==> config.mk <==
export PLATFORM = sky130hd
export DESIGN_NAME = stc_fire_select
export DESIGN_NICKNAME = d
export VERILOG_FILES = /design/src/rtl/stc_sel_pkg.sv /design/src/rtl/stc_trans_qualify.sv /design/src/rtl/stc_prio_chain.sv /design/src/rtl/stc_fire_select.sv
export SDC_FILE = /design/constraint.sdc
export NUM_CORES = 1
export LEC_CHECK = 0
export ABC_AREA = 1
export BUFFER_PORTS_ARGS = -buffer_cell sky130_fd_sc_hd__clkbuf_2
export CAP_MARGIN = 30
export CORE_AREA = 4 4 41 43
export DETAILED_ROUTE_END_ITERATION = 8
export DIE_AREA = 0 0 45 47
export PLACE_DENSITY = 0.41
export RECOVER_POWER = 100
export SYNTH_ARGS = -nofsm -noshare
export SYNTH_HDL_FRONTEND = slang
export SYNTH_SLANG_ARGS = --single-unit
==> constraint.sdc <==
create_clock -name vclk -period 0.8
set_clock_uncertainty 0.1 [all_clocks]
set_input_delay 0.04 -clock vclk [all_inputs]
set_output_delay 0.04 -clock vclk [all_outputs]
set_load 0.01 [all_outputs]
==> src/rtl/stc_sel_pkg.sv <==
package stc_sel_pkg;

    typedef enum logic {
        TK_EVENTLESS = 1'b0,
        TK_TRIGGERED = 1'b1
    } trans_kind_e;

endpackage

==> src/rtl/stc_trans_qualify.sv <==
module stc_trans_qualify #(
    parameter int NUM_STATES = 8,
    parameter int NUM_EVENTS = 4,
    parameter int NUM_TRANS  = 6,
    parameter int SRC_W      = $clog2(NUM_STATES),
    parameter logic [NUM_TRANS*SRC_W-1:0]      SRC_STATE = '0,
    parameter logic [NUM_TRANS*NUM_EVENTS-1:0] EVT_MASK  = '0,
    parameter logic [NUM_TRANS-1:0]            HAS_EVENT = '0,
    parameter logic [NUM_TRANS-1:0]            HAS_COND  = '0
) (
    input  logic [NUM_STATES-1:0] active_states,
    input  logic [NUM_EVENTS-1:0] event_onehot,
    input  logic                  spont_en,
    input  logic [NUM_TRANS-1:0]  cond_ok,
    output logic [NUM_TRANS-1:0]  cand_free,
    output logic [NUM_TRANS-1:0]  cand_trig
);
    import stc_sel_pkg::*;

    for (genvar i = 0; i < NUM_TRANS; i++) begin : g_tr
        localparam logic [SRC_W-1:0]      SRC  = SRC_STATE[i*SRC_W +: SRC_W];
        localparam logic [NUM_EVENTS-1:0] MASK = EVT_MASK[i*NUM_EVENTS +: NUM_EVENTS];
        localparam trans_kind_e KIND = HAS_EVENT[i] ? TK_TRIGGERED : TK_EVENTLESS;

        logic src_on;
        logic guard_ok;
        assign src_on   = active_states[SRC];
        assign guard_ok = HAS_COND[i] ? cond_ok[i] : 1'b1;

        always_comb begin
            cand_free[i] = 1'b0;
            cand_trig[i] = 1'b0;
            unique case (KIND)
                TK_EVENTLESS: cand_free[i] = src_on & guard_ok & spont_en;
                TK_TRIGGERED: cand_trig[i] = src_on & guard_ok & (|(MASK & event_onehot));
                default: ;
            endcase
        end
    end
endmodule

==> src/rtl/stc_prio_chain.sv <==
module stc_prio_chain #(
    parameter int NUM_TRANS = 6,
    parameter logic [NUM_TRANS*NUM_TRANS-1:0] CONFLICTS = '0
) (
    input  logic [NUM_TRANS-1:0] cand,
    output logic [NUM_TRANS-1:0] sel
);
    logic [NUM_TRANS-1:0] conf_row [NUM_TRANS];

    for (genvar i = 0; i < NUM_TRANS; i++) begin : g_row
        for (genvar j = 0; j < NUM_TRANS; j++) begin : g_col
            if (j < i) begin : g_lower
                assign conf_row[i][j] = CONFLICTS[i*NUM_TRANS + j];
            end else begin : g_upper
                assign conf_row[i][j] = 1'b0;
            end
        end
    end

    always_comb begin
        logic [NUM_TRANS-1:0] acc;
        acc = '0;
        for (int i = 0; i < NUM_TRANS; i++) begin
            if (cand[i] && !(|(conf_row[i] & acc))) acc[i] = 1'b1;
        end
        sel = acc;
    end
endmodule

==> src/rtl/stc_fire_select.sv <==
module stc_fire_select #(
    parameter int NUM_STATES = 8,
    parameter int NUM_EVENTS = 4,
    parameter int NUM_TRANS  = 6,
    parameter int SRC_W      = $clog2(NUM_STATES),
    parameter logic [NUM_TRANS*SRC_W-1:0]        SRC_STATE = 18'b100_001_011_001_010_001,
    parameter logic [NUM_TRANS*NUM_TRANS-1:0]    CONFLICTS = 36'h6_0408_1040,
    parameter logic [NUM_TRANS*NUM_EVENTS-1:0]   EVT_MASK  = 24'hF9_4300,
    parameter logic [NUM_TRANS-1:0]              HAS_EVENT = 6'b111100,
    parameter logic [NUM_TRANS-1:0]              HAS_COND  = 6'b001010
) (
    input  logic [NUM_STATES-1:0] active_states,
    input  logic [NUM_EVENTS-1:0] event_onehot,
    input  logic                  spont_en,
    input  logic [NUM_TRANS-1:0]  cond_ok,
    output logic [NUM_TRANS-1:0]  fire_sel,
    output logic                  eventless_fired,
    output logic                  event_consumed,
    output logic                  any_fired
);
    logic [NUM_TRANS-1:0] cand_free, cand_trig;
    logic [NUM_TRANS-1:0] sel_free, sel_trig;

    stc_trans_qualify #(
        .NUM_STATES(NUM_STATES), .NUM_EVENTS(NUM_EVENTS), .NUM_TRANS(NUM_TRANS),
        .SRC_W(SRC_W), .SRC_STATE(SRC_STATE), .EVT_MASK(EVT_MASK),
        .HAS_EVENT(HAS_EVENT), .HAS_COND(HAS_COND)
    ) qual_i (
        .active_states(active_states), .event_onehot(event_onehot),
        .spont_en(spont_en), .cond_ok(cond_ok),
        .cand_free(cand_free), .cand_trig(cand_trig)
    );

    stc_prio_chain #(.NUM_TRANS(NUM_TRANS), .CONFLICTS(CONFLICTS)) chain_free_i (
        .cand(cand_free), .sel(sel_free)
    );

    stc_prio_chain #(.NUM_TRANS(NUM_TRANS), .CONFLICTS(CONFLICTS)) chain_trig_i (
        .cand(cand_trig), .sel(sel_trig)
    );

    always_comb begin
        eventless_fired = |sel_free;
        fire_sel        = eventless_fired ? sel_free : sel_trig;
        event_consumed  = |(fire_sel & HAS_EVENT);
        any_fired       = |fire_sel;
    end
endmodule

# == Word level (Yosys, flattened, before mapping) ==
# Cells that the tools add are included.
# word_totals
ff_bits,0
in_bits,19
word_cells,28
rom_bits,0
ramBits,0
mem_count,0
out_inout_bits,9
latchBits,0
# classes
reduce_logical,13
n_addsub,0
bitwise_logic,8
order_cmp,0
n_div,0
mul,0
n_eq_ne,0
n_shift,0
muxes,7
# op_table
cell,n
$and 1x1->1,8
$reduce_or 2->1,4
$reduce_or 4->1,2
$mux 1,6
$mux 6,1
$reduce_or 6->1,1
$logic_and 1x1->1,3
$logic_not 1->1,3

# == Longest topological paths before layout ==
# Gate-level depths: netlist of run 1.
# depth
depth_word,12
ltp_mapped,6
mapped_depth_nobuf,6

# == By module ==
# From an unflattened synthesis of run 1, not the netlist that was laid out.
# hier_totals
cells_unflattened,67
area_unflattened_um2,374.1
# by_module_without_submodules
module,seq_area_each_um2,n_inst,cells_per_inst,area_per_inst_um2
stc_fire_select,0.0,1,24,155.1
stc_prio_chain,0.0,2,12,56.3
stc_trans_qualify,0.0,1,19,106.4

# == Worst setup path before layout of run 1 ==
# No wires, ideal clock.
# synth_path
kind,input -> output
startpoint,in cond_ok[1]
endpoint,out any_fired
path_stages,5
path_buffers,0
arrival_time_ns,0.513
t_required_ns,0.660
path_slack_ns,0.147
cell_sequence,nand3_2 -> nand2_4 -> nor2_1 -> nand2_2 -> nand3_1
# synth_via
elab_chain_cells,7
# synth_lines
element,line,rtl
"start, declared",stc_fire_select.sv:15,"input logic [NUM_TRANS-1:0] cond_ok,"
$and 1x1->1 (2 in series),stc_trans_qualify.sv:34,TK_EVENTLESS: cand_free[i] = src_on & guard_ok & spont_en;
$logic_and 1x1->1,stc_prio_chain.sv:24,if (cand[i] && !(|(conf_row[i] & acc))) acc[i] = 1'b1;
$mux 1,stc_prio_chain.sv:24,
$reduce_or 2->1,stc_fire_select.sv:43,eventless_fired = |sel_free;
named net eventless_fired,stc_fire_select.sv:17,"output logic eventless_fired,"
$mux 6,stc_fire_select.sv:44,fire_sel = eventless_fired ? sel_free : sel_trig;
$reduce_or 6->1,stc_fire_select.sv:46,any_fired = |fire_sel;
"end, declared",stc_fire_select.sv:19,output logic any_fired
# The timed path passes the listed nets, and every way through them passes these cells.

# == Final worst setup path of run 1 ==
# layout_path
startpoint,in active_states[2]
endpoint,out any_fired
# layout_via
elab_chain_cells,7
# layout_lines
element,line,rtl
"start, declared",stc_fire_select.sv:12,"input logic [NUM_STATES-1:0] active_states,"
$and 1x1->1 * (2 in series),stc_trans_qualify.sv:34,
$logic_and 1x1->1 *,stc_prio_chain.sv:24,
$mux 1 *,stc_prio_chain.sv:24,
$reduce_or 2->1,stc_fire_select.sv:43,
$mux 6 *,stc_fire_select.sv:44,
$reduce_or 6->1 *,stc_fire_select.sv:46,
# Mark *: on every way between the ends. The rest lies on a longest branch, timed or not.

==> flow_summary_export.csv, run 1 <==
group,metric,value,unit
routing,vias_per_cell,3.92,
synth,seq_area_frac_synth,0,
floorplan,dieArea,0.00212,mm²
synth,syn_area,155,µm²
floorplan,coreArea,0.00130,mm²
sta,final.setup.worst_slack,-0.0302,ns
setup_path,slowest_delay,0.17,ns
final_layout,n_antenna_cell,0,
synth,synth-simple-area-share,0.726,
final_layout,multi_input_area,235,µm²
final_layout,layoutNonFillerInstCount,72,
synth,synth_xor_area_frac,0,
placement,place_congestion,0.568,
placement,post-place-cells,70,
synth,yosysMostFrequentCell,"inv_1",
synth,ys_top_cells_by_area,"inv_1 22%, nor2_1 15%, nand2_1 12%",
status,status,"finished with violations",
status,failed_checks,"negative setup slack",
sta,hold_ws,0.231,ns
synth,netlist.top_cell.by_area,"inv_1",
grt,grt_pass1_wl,903,µm
setup_path,crit_fanout,6,
sta,hold_violations,0,
power_and_ir_drop,combPwrFrac,1.000,
routing,drt_wl_total,541,µm
synth,synth_compound_area_frac,0.0323,
grt,grt_usage,0.0535,
power_and_ir_drop,seq_power_share,0,
floorplan,ioPinCount,28,
power_and_ir_drop,p_sw,0.137,mW
final_layout,area_delta_synth_final,226,%
setup_path,end_kind,"output pin",
grt,grt_max_degree,7,
synth,ys_warn_count,0,
sta,rsz0062_at_grt,"true",
routing,drcViolationCount,0,
final_layout,fin_nets,78,
synth,synth_nets,52,
final_layout,fin_area,505,µm²
sta,tightest_slew,0.183,ns
setup_path,path_cells,"buf_6 -> nand3_4 -> nand2_8 -> nor3_4 -> nand3_2 -> buf_6",
sta,fmax,1.20,GHz
placement,io_buffers,20,
routing,dr.pass1.iters,2,
placement,dp.final_hpwl,477,µm
sta,period_share,1.04,
floorplan,die_h,47,µm
final_layout,final-seq-area,0,µm²
synth,synth.distinct_cells,11,
routing,drtIter0Drc,5,
synth,synth.mux.area_fraction,0,
setup_path,start_kind,"primary input",
sta,setup_tns,-0.0510,ns
synth,syn_inst,33,
routing,drtAntennaViolNets,0,
floorplan,row_count,13,
setup_path,critPathRequiredTime,0.66,ns
synth,synth_area_per_cell,4.70,µm²
power_and_ir_drop,clkPwrFrac,0,
final_layout,n_clock_buffer,0,
setup_path,crit_arrival,0.69,ns
final_layout,drive_above_1_share,0.807,
floorplan,initial_core_util,0.119,
cts,cts.hold.buffers_added,0,
setup_path,crit_top_cell,"buf_6",
placement,place_area,289,µm²
grt,grt-ovfl-total,0,
power_and_ir_drop,leakage,0.264,nW
grt,grt_pass1_vias,242,
power_and_ir_drop,switching_share,0.468,
setup_path,critPathKind,"primary input to output pin",
power_and_ir_drop,power.density,580,mW/mm²
sta,layout_min_cycle_time,0.830,ns
sta,relSlewSlack,0.878,
final_layout,nFillCells,152,
power_and_ir_drop,peakVddDrop,0.242,mV
hold_path,min_path_type,"primary input to output pin",
power_and_ir_drop,p_int,0.156,mW
grt,antenna_found_initial,0,
synth,synth_top_family_by_area,"simple AND/OR/NAND/NOR gates",
synth,synth_top_area_frac,0.218,
sta,report.final.slew_viol_count,0,
routing,avgRoutedWirePerCell,7.51,µm
setup_path,slowest_stage,"nor3_4",
synth,synthAdderAreaFrac,0,
final_layout,seq_cells,0,
floorplan,dieWidth,45,µm
routing,vias,282,
flow_run,cap_violations,0,
sta,setup_viol,3,
placement,pre_cts_ws,-0.104,ns
synth,synth_commonest_cells,"9 x inv_1, 6 x nor2_1, 5 x nand2_1",
worst paths after layout:
path	slack [ns]	startpoint	depth (start not counted)	end
worst min-delay path	0.23	active_states[1]	3	fire_sel[1]
worst max-delay path	-0.03	active_states[2]	6	any_fired
worst max-delay path: cells and delay by family:
kind                   cells  cell delay, ns
and+or+nand+nor            4            0.43
buffers and inverters      2            0.21
cell families after synthesis:
group	Yosys count
buffers and inverters	10
AND/OR/NAND/NOR	22
AO/OA/AOI/OAI	1
power groups by stage:
| stage | Combinational [mW] | Sequential, mW | Clock [mW] |
|---|---|---|---|
| after global routing | 0.320 | 0 | 0 |
| final | 0.293 | 0 | 0 |
| after detailed placement | 0.159 | 0 | 0 |
| after CTS | 0.192 | 0 | 0 |
| after floorplan | 0.0792 | 0 | 0 |
| after global placement | 0.158 | 0 | 0 |
final cells by class:
type | count | share of cell area
inverter | 10 | 0.0891
multi-input combinational | 23 | 0.465
tap | 15 | 0.0371
timing repair buffer | 24 | 0.408
routing by layer:
layer / vias up / share of wire / global-route usage
met5: - / 0 / 0
met4: 0 / 0 / 0
met3: 0 / 0.094 / 0.0115
met2: 10 / 0.57 / 0.107
met1: 125 / 0.33 / 0.0607
li1: 147 / - / -
stage by stage:
| stage | power [mW] | util |
|---|---|---|
| after floorplan | 0.0792 | - |
| after global placement | 0.158 | 0.222 |
| after detailed placement | 0.159 | 0.222 |
| after CTS | 0.192 | 0.270 |
| after global routing | 0.320 | 0.388 |
| final | 0.293 | 0.388 |
timing repair:
item / 4_1_cts / 5_1_grt
resized for setup: 13 / 44
setup endpoints to repair: 4 / 6
pin swaps: 9 / 10
buffers inserted: 1 / 2
layout by cell type (no fill, tap or decap), drive strengths merged:
| master | count |
|---|---|
| nand3 | 4 |
| inv | 10 |
| o21ai | 1 |
| nor2 | 8 |
| nor3 | 2 |
| buf | 16 |
| clkbuf | 8 |
| nand2 | 8 |
No activity file was read; power rests on OpenSTA's default activity.
==> inputs of run 2 (changes only) <==
--- a/config.mk
+++ b/config.mk
@@ -5,13 +5,12 @@
 export SDC_FILE = /design/constraint.sdc
 export NUM_CORES = 1
 export LEC_CHECK = 0
-export ABC_AREA = 1
 export BUFFER_PORTS_ARGS = -buffer_cell sky130_fd_sc_hd__clkbuf_2
 export CAP_MARGIN = 30
 export CORE_AREA = 4 4 41 43
 export DETAILED_ROUTE_END_ITERATION = 8
 export DIE_AREA = 0 0 45 47
-export PLACE_DENSITY = 0.41
+export PLACE_DENSITY = 0.4
 export RECOVER_POWER = 100
 export SYNTH_ARGS = -nofsm -noshare
 export SYNTH_HDL_FRONTEND = slang
==> constraint.sdc (replaced) <==
create_clock -name vclk -period 1.05
set_clock_uncertainty 0.1 [all_clocks]
set_input_delay 0.0525 -clock vclk [all_inputs]
set_output_delay 0.0525 -clock vclk [all_outputs]
set_load 0.01 [all_outputs]
==> run 2 against run 1 <==
Against the previous run:
- the flow still finishes with violations (negative setup slack)
- final cell count down 26%
- largest cell class unchanged
- first-iteration DRC count down 20%
- sequential share of layout area did not move
- core utilization down 16 points
- synthesized area decreased by 10%
- die area unchanged
- combinational power fell by 58%
- flip-flop and latch count stayed put
- largest power group unchanged
- highest routed layer unchanged
==> flow_summary_export.csv, run 2 <==
group,metric,value,unit
routing,wl_met1,327,µm
cts,cts.hold.buffers_added,0,
final_layout,post-route-util,0.226,
routing,wl_met2,188,µm
floorplan,dieArea,0.00212,mm²
floorplan,coreArea,0.00130,mm²
final_layout,fin_nets,59,
synth,yosysMostFrequentCell,"nor2_1",
routing,wl_met3,104,µm
final_layout,n_antenna_cell,0,
grt,grt_pass1_wl,972,µm
synth,synth_top_area_frac,0.198,
synth,syn_inst,17,
setup_path,critPathKind,"primary input to output pin",
sta,layout_min_cycle_time,1.07,ns
final_layout,area_delta_synth_final,112,%
flow_run,cap_violations,0,
final_layout,final-seq-area,0,µm²
sta,fmax,0.933,GHz
sta,report.final.slew_viol_count,0,
synth,syn_area,139,µm²
final_layout,nFillCells,154,
grt,grt_pass1_vias,211,
status,failed_checks,"negative setup slack",
routing,avgRoutedWirePerCell,11.7,µm
synth,ys_warn_count,0,
sta,relSlewSlack,0.812,
sta,setup_viol,2,
synth,synth_nets,36,
synth,netlist.top_cell.by_area,"o41ai_4",
synth,seq_area_frac_synth,0,
synth,ys_top_cells_by_area,"o41ai_4 20%, o311a_2 8.1%, or3b_4 8.1%",
floorplan,row_count,13,
grt,grt_max_degree,7,
floorplan,initial_core_util,0.107,
routing,drtIter0Drc,4,
final_layout,final_cell_mix,"13 x clkbuf_2, 2 x nor2_1, 2 x buf_4, 2 x clkbuf_1, 2 x buf_2",
sta,period_share,1.02,
power_and_ir_drop,power.density,417,mW/mm²
routing,drt_wl_total,619,µm
final_layout,final_common_cell,"clkbuf_2",
routing,vias_per_cell,4.19,
routing,dr.pass1.iters,4,
floorplan,dieWidth,45,µm
synth,synth_area_per_cell,8.17,µm²
grt,antenna_found_initial,0,
routing,top_layer_used,"met3",
sta,rsz0062_at_grt,"true",
hold_path,min_path_type,"primary input to output pin",
power_and_ir_drop,leakage,0.150,nW
floorplan,die_h,47,µm
final_layout,drive_above_1_share,0.711,
routing,vias,222,
synth,synth.distinct_cells,16,
floorplan,ioPinCount,28,
setup_path,end_kind,"output pin",
setup_path,crit_fanout,5,
status,status,"finished with violations",
setup_path,start_kind,"primary input",
placement,io_buffers,20,
routing,drcViolationCount,0,
setup_path,crit_arrival,0.92,ns
sta,hold_violations,0,
setup_path,critPathRequiredTime,0.90,ns
grt,grt-ovfl-total,0,
grt,grt_usage,0.0598,
placement,place_congestion,0.702,
final_layout,n_clock_buffer,0,
sta,final.setup.worst_slack,-0.0222,ns
routing,drtAntennaViolNets,0,
power_and_ir_drop,p_total,0.123,mW
final_layout,seq_cells,0,
power_and_ir_drop,peakVddDrop,0.144,mV
sta,tightest_slew,0.281,ns
## run 2: cell types whose count changed after synthesis, moves of 2 or more
cell     change
nor2_2       -2
nand3_1      -2
nand2_1      -4
nor2_1       -4
nor3_1       -2
inv_1        -8
nand2_2      -2
## run 2: final timing paths
| check | from | to | slack (ns) | depth (start not counted) |
|---|---|---|---|---|
| hold / removal | event_onehot[1] | fire_sel[4] | 0.30 | 3 |
| setup / recovery | event_onehot[1] | event_consumed | -0.02 | 5 |
## run 2: repair_timing
item	in CTS	in global routing
cloned	0	0
pin swaps	1	1
endpoints found under the hold margin	0	0
buffers inserted	0	0
resized for setup	3	8
setup endpoints to repair	2	5
## run 2: through the flow
step                      setup TNS [ns]  hold WS (ns)  std cells  worst slack, ns  area, µm²
after floorplan                        0        0.0579         17            0.167        139
after global placement           -0.0869         0.354         53          -0.0592        265
after detailed placement         -0.0723         0.356         53          -0.0488        265
after CTS                        -0.0390         0.303         53          -0.0380        283
after global routing              -0.101         0.318         53          -0.0592        294
final                            -0.0233         0.305         53          -0.0222        294
## run 2: cell type report
cell class | instances | area [µm²] | share of cell area
Timing Repair Buffer | 21 | 126 | 0.430
Inverter | 1 | 3.75 | 0.0128
Multi-Input combinational cell | 16 | 145 | 0.494
Tap cell | 15 | 18.8 | 0.0638
## run 2: worst max-delay path, cell delays in order
cell and delay (ns):
clkbuf_8 0.13, o41ai_4 0.33, o311a_2 0.23, o21ai_2 0.05, clkbuf_2 0.13
## run 2: power breakdown
group,switching (mW),leakage [nW],internal (mW)
Combinational,0.0595,0.150,0.0631
Sequential,0,0,0
Clock,0,0,0
Total,0.0595,0.150,0.0631
## run 2: logic make-up (layout without fill, tap and decap cells)
group	count (synthesis)	count (layout)	share of synthesized area
simple gates	11	11	0.523
compound gates	5	5	0.450
buf+inv	1	22	0.0270
## run 2: routing by layer
metal / global-route usage / vias up
li1: - / 112
met1: 0.106 / 90
met2: 0.0763 / 20
met3: 0.00766 / 0
met4: 0 / 0
met5: 0 / -
==> inputs of run 3 (changes only) <==
--- a/config.mk
+++ b/config.mk
@@ -15,3 +15,4 @@
 export SYNTH_ARGS = -nofsm -noshare
 export SYNTH_HDL_FRONTEND = slang
 export SYNTH_SLANG_ARGS = --single-unit
+export TNS_END_PERCENT = 1
==> constraint.sdc (replaced) <==
create_clock -name vclk -period 1.3
set_clock_uncertainty 0.1 [all_clocks]
set_input_delay 0.065 -clock vclk [all_inputs]
set_output_delay 0.065 -clock vclk [all_outputs]
set_load 0.01 [all_outputs]
==> run 3 against run 2 <==
Against the previous run:
- the flow now finishes without violations
- flip-flop and latch count unchanged
- sequential share of layout area unchanged
- largest cell class unchanged
- first-iteration DRC count decreased by 100%
- routed wire length fell by 7.3%
==> flow_summary_export.csv, run 3 (synthesis gave the netlist of run 2 again) <==
group,metric,value,unit
status,status,"complete, no violations",
setup_path,worst_path_dominant_cell_family,"compound AO/OA/AOI/OAI gates",
sta,relSlewSlack,0.718,
floorplan,dieWidth,45,µm
final_layout,n_antenna_cell,0,
floorplan,initial_core_util,0.107,
placement,place_congestion,0.678,
sta,final.setup.worst_slack,0.120,ns
routing,vias,215,
hold_path,holdPathEnd,"fire_sel[5]",
setup_path,cp.depth,5,
sta,tightest_slew,0.422,ns
hold_path,min_path_type,"primary input to output pin",
final_layout,final_common_cell,"clkbuf_2",
grt,grt_max_degree,7,
power_and_ir_drop,p_total,0.0830,mW
final_layout,final_cell_mix,"12 x clkbuf_2, 8 x clkbuf_1, 2 x nor2_1",
sta,rsz0062_at_grt,"false",
floorplan,die_h,47,µm
sta,period_share,0.908,
sta,hold_violations,0,
final_layout,seq_cells,0,
placement,place_area,258,µm²
floorplan,coreArea,0.00130,mm²
sta,setup_tns,0,ns
routing,drcViolationCount,0,
grt,grt-ovfl-total,0,
routing,drtIter0Drc,0,
floorplan,ioPinCount,28,
setup_path,crit_buf_inv,2,
sta,layout_min_cycle_time,1.18,ns
hold_path,hp-start,"active_states[4]",
floorplan,dieArea,0.00212,mm²
final_layout,area_delta_synth_final,78.4,%
routing,vias_per_cell,4.13,
sta,fmax,0.847,GHz
setup_path,slowest_stage,"o41ai_4",
grt,antenna_found_initial,0,
setup_path,slowest_delay,0.38,ns
routing,drt_wl_total,574,µm
setup_path,critPathRequiredTime,1.13,ns
power_and_ir_drop,peakVddDrop,0.0833,mV
power_and_ir_drop,power.density,335,mW/mm²
grt,grt_pass1_wl,972,µm
final_layout,final-seq-area,0,µm²
grt,grt_pass1_vias,202,
setup_path,start_kind,"primary input",
setup_path,crit_arrival,1.02,ns
routing,drtAntennaViolNets,0,
final_layout,fin_area,248,µm²
setup_path,critPathKind,"primary input to output pin",
floorplan,row_count,13,
sta,hold_ws,0.350,ns
final_layout,drive_above_1_share,0.459,
cts,cts.hold.buffers_added,0,
setup_path,end_kind,"output pin",
placement,io_buffers,20,
hold_path,whs_path_depth,4,
sta,setup_viol,0,
cts,post_cts_buffers,0,
grt,grt_usage,0.0582,
cts,cts_resized,0,
routing,dr.pass1.iters,1,
power_and_ir_drop,leakage,0.115,nW
setup_path,path_cells,"clkbuf_2 -> o41ai_4 -> o311a_2 -> o21ai_2 -> clkbuf_1",
setup_path,crit_fanout,5,
routing,avgRoutedWirePerCell,11.0,µm
sta,report.final.slew_viol_count,0,
flow_run,cap_violations,0,
final_layout,n_clock_buffer,0,
placement,pre_cts_ws,0.124,ns
final_layout,fin_nets,58,
[run 3: cell types whose count changed in the layout (fill, tap and decap cells not counted)]
| cell | previous run | this run |
|---|---|---|
| nor3b_1 | 0 | 1 |
| nor3b_2 | 1 | 0 |
| clkbuf_8 | 1 | 0 |
| clkbuf_1 | 2 | 8 |
| buf_4 | 2 | 0 |
| nor2b_2 | 1 | 0 |
| nand2_2 | 1 | 0 |
| clkbuf_2 | 13 | 12 |
| nor2b_1 | 0 | 1 |
| buf_8 | 1 | 0 |
| buf_2 | 2 | 0 |
| nand2_1 | 0 | 1 |
[run 3: through the flow]
| step | util | cells |
|---|---|---|
| final | 0.190 | 52 |
| after global routing | 0.190 | 52 |
| after CTS | 0.198 | 52 |
| after detailed placement | 0.198 | 52 |
| after global placement | 0.198 | 52 |
| after floorplan | - | 17 |
[run 3: tightest hold or removal path, stage by stage]
cell	delay (ns)
clkbuf_2	0.10
o41ai_4	0.06
nor3b_1	0.04
clkbuf_1	0.12
[run 3: how the worst max path moves through the flow]
stage,startpoint,to,slack (ns)
final,event_onehot[1],event_consumed,0.12
after global routing,event_onehot[1],event_consumed,0.05
after CTS,event_onehot[1],event_consumed,0.12
after detailed placement,event_onehot[1],event_consumed,0.12
after global placement,event_onehot[1],event_consumed,0.12
after floorplan,active_states[2],fire_sel[4],0.39
[run 3: per-layer routing]
layer / track usage / up-vias / share of wire
li1: - / 111 / -
met2: 0.0763 / 18 / 0.28
met4: 0 / 0 / 0
met5: 0 / - / 0
met3: 0.0115 / 0 / 0.19
met1: 0.0989 / 86 / 0.53
[run 3: layout make-up]
| type | count | area (µm²) |
|---|---|---|
| fillers | 169 | 1050 |
| multi-input cells | 16 | 135 |
| repair buffers | 20 | 90.1 |
| well taps | 15 | 18.8 |
| inverters | 1 | 3.75 |
[run 3: power by group]
group / internal (mW) / switching, mW / leakage, nW
Sequential: 0 / 0 / 0
Clock: 0 / 0 / 0
Combinational: 0.0375 / 0.0455 / 0.115
